==> config.mk <==
export PLATFORM = sky130hd
export DESIGN_NAME = arb_hold_fsm
export DESIGN_NICKNAME = d
export VERILOG_FILES = /design/src/rtl/arb_hold_pkg.sv /design/src/rtl/arb_next.sv /design/src/rtl/arb_state.sv /design/src/rtl/arb_grant_dec.sv /design/src/rtl/arb_hold_fsm.sv
export SDC_FILE = /design/constraint.sdc
export NUM_CORES = 1
export LEC_CHECK = 0
export BUFFER_PORTS_ARGS = -buffer_cell sky130_fd_sc_hd__clkbuf_2
export CAP_MARGIN = 10
export CORE_AREA = 2 2 39 41
export CTS_BUF_LIST = sky130_fd_sc_hd__clkbuf_2 sky130_fd_sc_hd__clkbuf_4 sky130_fd_sc_hd__clkbuf_8
export DETAILED_ROUTE_END_ITERATION = 6
export DIE_AREA = 0 0 41 43
export GPL_ROUTABILITY_DRIVEN = 0
export SLEW_MARGIN = 20
export SYNTH_ARGS = -nofsm -noshare
export SYNTH_HDL_FRONTEND = slang
export SYNTH_SLANG_ARGS = --single-unit
==> constraint.sdc <==
create_clock -name clk -period 1.4 [get_ports clk]
set_input_delay 0.42 -clock clk [delete_from_list [all_inputs] [get_ports clk]]
set_output_delay 0.42 -clock clk [all_outputs]
set_load 0.1 [all_outputs]
==> src/rtl/arb_hold_pkg.sv <==
package arb_hold_pkg;

   typedef enum int {
      ENC_BINARY = 0,
      ENC_ONEHOT = 1
   } arb_enc_e;

   localparam int ARB_MIN_REQ = 2;
   localparam int ARB_MAX_REQ = 16;

endpackage

==> src/rtl/arb_next.sv <==
// Next-state selection. Index 0 means the rest state; index k means requester k-1 owns the resource.
module arb_next #(
   parameter int NUM_REQ = 3,
   parameter int IW      = $clog2(NUM_REQ + 1)
) (
   input  logic [NUM_REQ-1:0] req,
   input  logic [NUM_REQ-1:0] gnt,
   input  logic [IW-1:0]      cur_idx,
   output logic [IW-1:0]      nxt_idx
);

   logic [IW-1:0] pick_idx;
   logic          owner_keeps;

   // Scan from the lowest priority upwards, so the last hit is the highest priority.
   always_comb begin
      pick_idx = '0;
      for (int i = NUM_REQ - 1; i >= 0; i--) begin
         if (req[i]) pick_idx = IW'(i + 1);
      end
   end

   assign owner_keeps = |(req & gnt);

   always_comb begin
      if (cur_idx == '0)
         nxt_idx = pick_idx;
      else if (owner_keeps)
         nxt_idx = cur_idx;
      else
         nxt_idx = '0;
   end

endmodule

==> src/rtl/arb_state.sv <==
// State register. The encoding variant is picked by a parameter; illegal codes decode to the rest state.
module arb_state
   import arb_hold_pkg::*;
#(
   parameter int       NUM_REQ = 3,
   parameter int       IW      = $clog2(NUM_REQ + 1),
   parameter arb_enc_e ENC     = ENC_BINARY
) (
   input  logic          clk,
   input  logic          rst_n,
   input  logic [IW-1:0] nxt_idx,
   output logic [IW-1:0] cur_idx
);

   localparam int NSTATE = NUM_REQ + 1;

   generate
      if (ENC == ENC_ONEHOT) begin : g_onehot
         logic [NSTATE-1:0] oh_q;

         always_ff @(posedge clk) begin
            if (!rst_n)
               oh_q <= NSTATE'(1);
            else
               oh_q <= NSTATE'(1) << nxt_idx;
         end

         always_comb begin
            cur_idx = '0;
            if ($onehot(oh_q)) begin
               for (int i = 1; i < NSTATE; i++) begin
                  if (oh_q[i]) cur_idx = IW'(i);
               end
            end
         end
      end else begin : g_binary
         logic [IW-1:0] bin_q;

         always_ff @(posedge clk) begin
            if (!rst_n)
               bin_q <= '0;
            else
               bin_q <= nxt_idx;
         end

         assign cur_idx = (32'(bin_q) < NSTATE) ? bin_q : '0;
      end
   endgenerate

endmodule

==> src/rtl/arb_grant_dec.sv <==
// Moore output decode: each grant line follows its own state only.
module arb_grant_dec #(
   parameter int NUM_REQ = 3,
   parameter int IW      = $clog2(NUM_REQ + 1)
) (
   input  logic [IW-1:0]      cur_idx,
   output logic [NUM_REQ-1:0] gnt
);

   generate
      for (genvar g = 0; g < NUM_REQ; g++) begin : g_line
         assign gnt[g] = (cur_idx == IW'(g + 1));
      end
   endgenerate

endmodule

==> src/rtl/arb_hold_fsm.sv <==
module arb_hold_fsm
   import arb_hold_pkg::*;
#(
   parameter int       NUM_REQ = 3,
   parameter arb_enc_e ENC     = ENC_BINARY
) (
   input  logic               clk,
   input  logic               rst_n,
   input  logic [NUM_REQ-1:0] req,
   output logic [NUM_REQ-1:0] gnt
);

   localparam int IW = $clog2(NUM_REQ + 1);

   generate
      if (NUM_REQ < ARB_MIN_REQ || NUM_REQ > ARB_MAX_REQ) begin : g_bad_count
         $error("arb_hold_fsm: NUM_REQ out of supported range");
      end
      if (ENC != ENC_BINARY && ENC != ENC_ONEHOT) begin : g_bad_enc
         $error("arb_hold_fsm: unknown state encoding");
      end
   endgenerate

   logic [IW-1:0] cur_idx;
   logic [IW-1:0] nxt_idx;

   arb_next #(.NUM_REQ(NUM_REQ), .IW(IW)) u_next (
      .req     (req),
      .gnt     (gnt),
      .cur_idx (cur_idx),
      .nxt_idx (nxt_idx)
   );

   arb_state #(.NUM_REQ(NUM_REQ), .IW(IW), .ENC(ENC)) u_state (
      .clk     (clk),
      .rst_n   (rst_n),
      .nxt_idx (nxt_idx),
      .cur_idx (cur_idx)
   );

   arb_grant_dec #(.NUM_REQ(NUM_REQ), .IW(IW)) u_dec (
      .cur_idx (cur_idx),
      .gnt     (gnt)
   );

endmodule

==> impl_results.md <==
* Outcome: completed
* First-pass GRT wire length at 455 um
* Count of endpoints failing hold in the final timing report at 0
* Via Count at 145
* Total power density per cell area at 1130 mW/mm^2
* Worst Hold Margin at 0.462 ns
* Most frequent cells in the layout: 4 x sky130_fd_sc_hd__clkbuf_2, 3 x sky130_fd_sc_hd__nand2_1, 3 x sky130_fd_sc_hd__clkbuf_4, 3 x sky130_fd_sc_hd__buf_12, 2 x sky130_fd_sc_hd__dfxtp_4
* Gate count of the mapped netlist at 16
* Clk Latency, worst-skew pair at 0.22 ns
* Number of design-rule violations left by the first detailed-router iteration at 1
* Largest stage delay on the critical path at 0.38 ns
* Placement Setup Slack at 0.156 ns
* Die width at 41 um
* Total DRC errors in the routed layout at 0
* Post-CTS Setup Bufs at 0
* Initial Utilization at 0.0850
* CTS Buffer Depth at 2
* Number of distinct library cells after synthesis at 12
* Number of antenna-violating nets in the routed design at 0
* Antenna Cells at 0
* Share of post-route cells with drive strength above 1 at 0.615
* Yosys synthesis warning count at 0
* Sum of overflow across all layers after global routing at 0
* Summed instance area of the synthesized netlist at 118 sq um
* Critical Path Source Type: flip-flop
* Slowest-stage cell, CP: sky130_fd_sc_hd__dfxtp_4
* Sequential fraction of the synthesis area at 0.340
* Number of slew-limit violations in the final report at 0
* Clock transition time at the flip-flop clock pins of the worst setup and hold paths at 0.03 ns
* Kind of path behind the tightest hold check: input pin to flip-flop
* Number of antenna violations at the first check in global routing at 0
* Arrival time at the worst endpoint at 0.94 ns
* CTS Buf Count at 3
* Layout net count at 33
* Maximum clock rate at 734 MHz
* Count of pins on the block boundary at 8
* Standby leakage power at 0.106 nW
* Worst ir drop on vdd at 0.152 mV
* Clk root buf: sky130_fd_sc_hd__clkbuf_4
* Number of H-tree levels at 1
* Number of detailed-routing iterations run before antenna repair at 3
* Slew at the pin closest to its max-slew limit at 0.119 ns
* CP Data Required Time at 0.98 ns
* Mean instance size in the synthesized netlist at 7.35 sq um
* Total wirelength of the detailed-routed design at 290 um
* Final Worst Setup Slack at 0.0367 ns
* Sum of internal, switching and leakage power at 299 uW
* Fin Clk Skew at 0.000982 ns
* Area of the multi-input gates at 90.1 sq um
* Net count after synthesis at 21
* Crit Path Class: flip-flop to output port
* Fill count at 149
* CTS Sinks at 2
* Min Clock Period, post-route at 1.36 ns
* Synth Register Bits at 2
* Relative area change from synthesis to final layout at 124%
* Cell-by-cell trace of the critical path: nor2b_4 -> buf_12
* Max-cap violation count at 0
* Count of final setup violators at 0
* Die Ht at 43 um
* Clock tree from TritonCTS: done
* Area of the die at 0.00176 sq mm
* Endpoint type of the worst setup path: output port
* HPWL reported at the end of detailed placement at 226 um
* Placeable core region at 0.00138 sq mm
* Share of the clock period used by the worst path after layout at 0.974
* Overall routing resource usage at 0.0460
* Via count of the first global-routing pass at 139
* Worst-case headroom to the max-slew limit at 0.918
* Number of rows in the core area at 14
* Number of flip-flops under the largest register name at 2
* Pin count of the biggest net entering global routing at 7
* Most common cell after layout, fill and taps aside: sky130_fd_sc_hd__clkbuf_2
* Count of buffers inserted at the top-level ports at 7
* Ratio of routed vias to standard cells at 3.45
* Maximum fanout along the worst path at 6
* Register area at 47.5 sq um
* Wire per inst at 6.90 um
[worst paths after layout]
kind                                        start                               to  slack (ns)  cells after the start
setup / recovery  u_state.cur_idx[0]$_SDFFE_PN0P_                           gnt[0]        0.04                      2
hold / removal                             req[2]  u_state.cur_idx[0]$_SDFFE_PN0P_        0.46                      3
setup reg to reg  u_state.cur_idx[0]$_SDFFE_PN0P_  u_state.cur_idx[0]$_SDFFE_PN0P_        0.56                      3
hold reg to reg   u_state.cur_idx[1]$_SDFFE_PN0P_  u_state.cur_idx[1]$_SDFFE_PN0P_        0.51                      2
[critical path, delay by kind of cell (launching register included)]
family | cells | cell delay [ns]
DFF | 1 | 0.38
buffers and inverters | 1 | 0.18
and+or+nand+nor | 1 | 0.17
[area by class of cell]
type                    instances  share of cell area
well taps                      16              0.0758
clock buffers                   3              0.0853
repair buffers                  7               0.303
multi-input cells              13               0.341
flip-flops and latches          2               0.180
inverters                       1              0.0142
[synthesized netlist by cell type]
library cell,number,area [sq um]
sky130_fd_sc_hd__nand2_1,3,11.3
sky130_fd_sc_hd__dfxtp_1,2,40.0
sky130_fd_sc_hd__nor2_1,2,7.51
sky130_fd_sc_hd__a21boi_1,1,7.51
sky130_fd_sc_hd__a21oi_1,1,5.00
sky130_fd_sc_hd__and2_2,1,7.51
sky130_fd_sc_hd__inv_1,1,3.75
sky130_fd_sc_hd__mux2i_1,1,10.0
sky130_fd_sc_hd__nor2b_1,1,6.26
sky130_fd_sc_hd__nor3b_1,1,7.51
sky130_fd_sc_hd__o21ai_1,1,5.00
sky130_fd_sc_hd__o22ai_1,1,6.26
[stage by stage]
step,std cells,utilization,TNS (ns),area [sq um]
floorplan,16,-,-0.529,123
global placement,39,0.161,0,223
detailed placement,39,0.161,0,223
CTS,42,0.183,-0.00905,253
global route,42,0.191,-0.00471,264
finish,42,0.191,0,264
[power by group]
part	leakage (nW)	switching (mW)	internal, mW	total [mW]
Combinational	0.0740	0.0607	0.0411	0.102
Sequential	0.0178	0.00921	0.0623	0.0716
Clock	0.0138	0.0310	0.0944	0.125
Total	0.106	0.101	0.198	0.299
[metal layers]
metal	part of all wire	global-route usage
met1	0.28	0.0223
met2	0.64	0.0656
met3	0.072	0.0314
met4	0	0.0800
met5	0	0
[kinds of logic after synthesis]
family / share of synthesized area
buffers and inverters: 0.0319
AND/OR/NAND/NOR: 0.341
multiplexers: 0.0851
flip-flops: 0.340
AO/OA/AOI/OAI: 0.202
[timing repair]
action / in CTS / in global routing
endpoints found under the setup margin: 3 / 3
pin swaps: 1 / 1
gates resized for setup: 3 / 5
hold buffers: 0 / 0
Note: power is estimated with default switching activity, not from simulation.
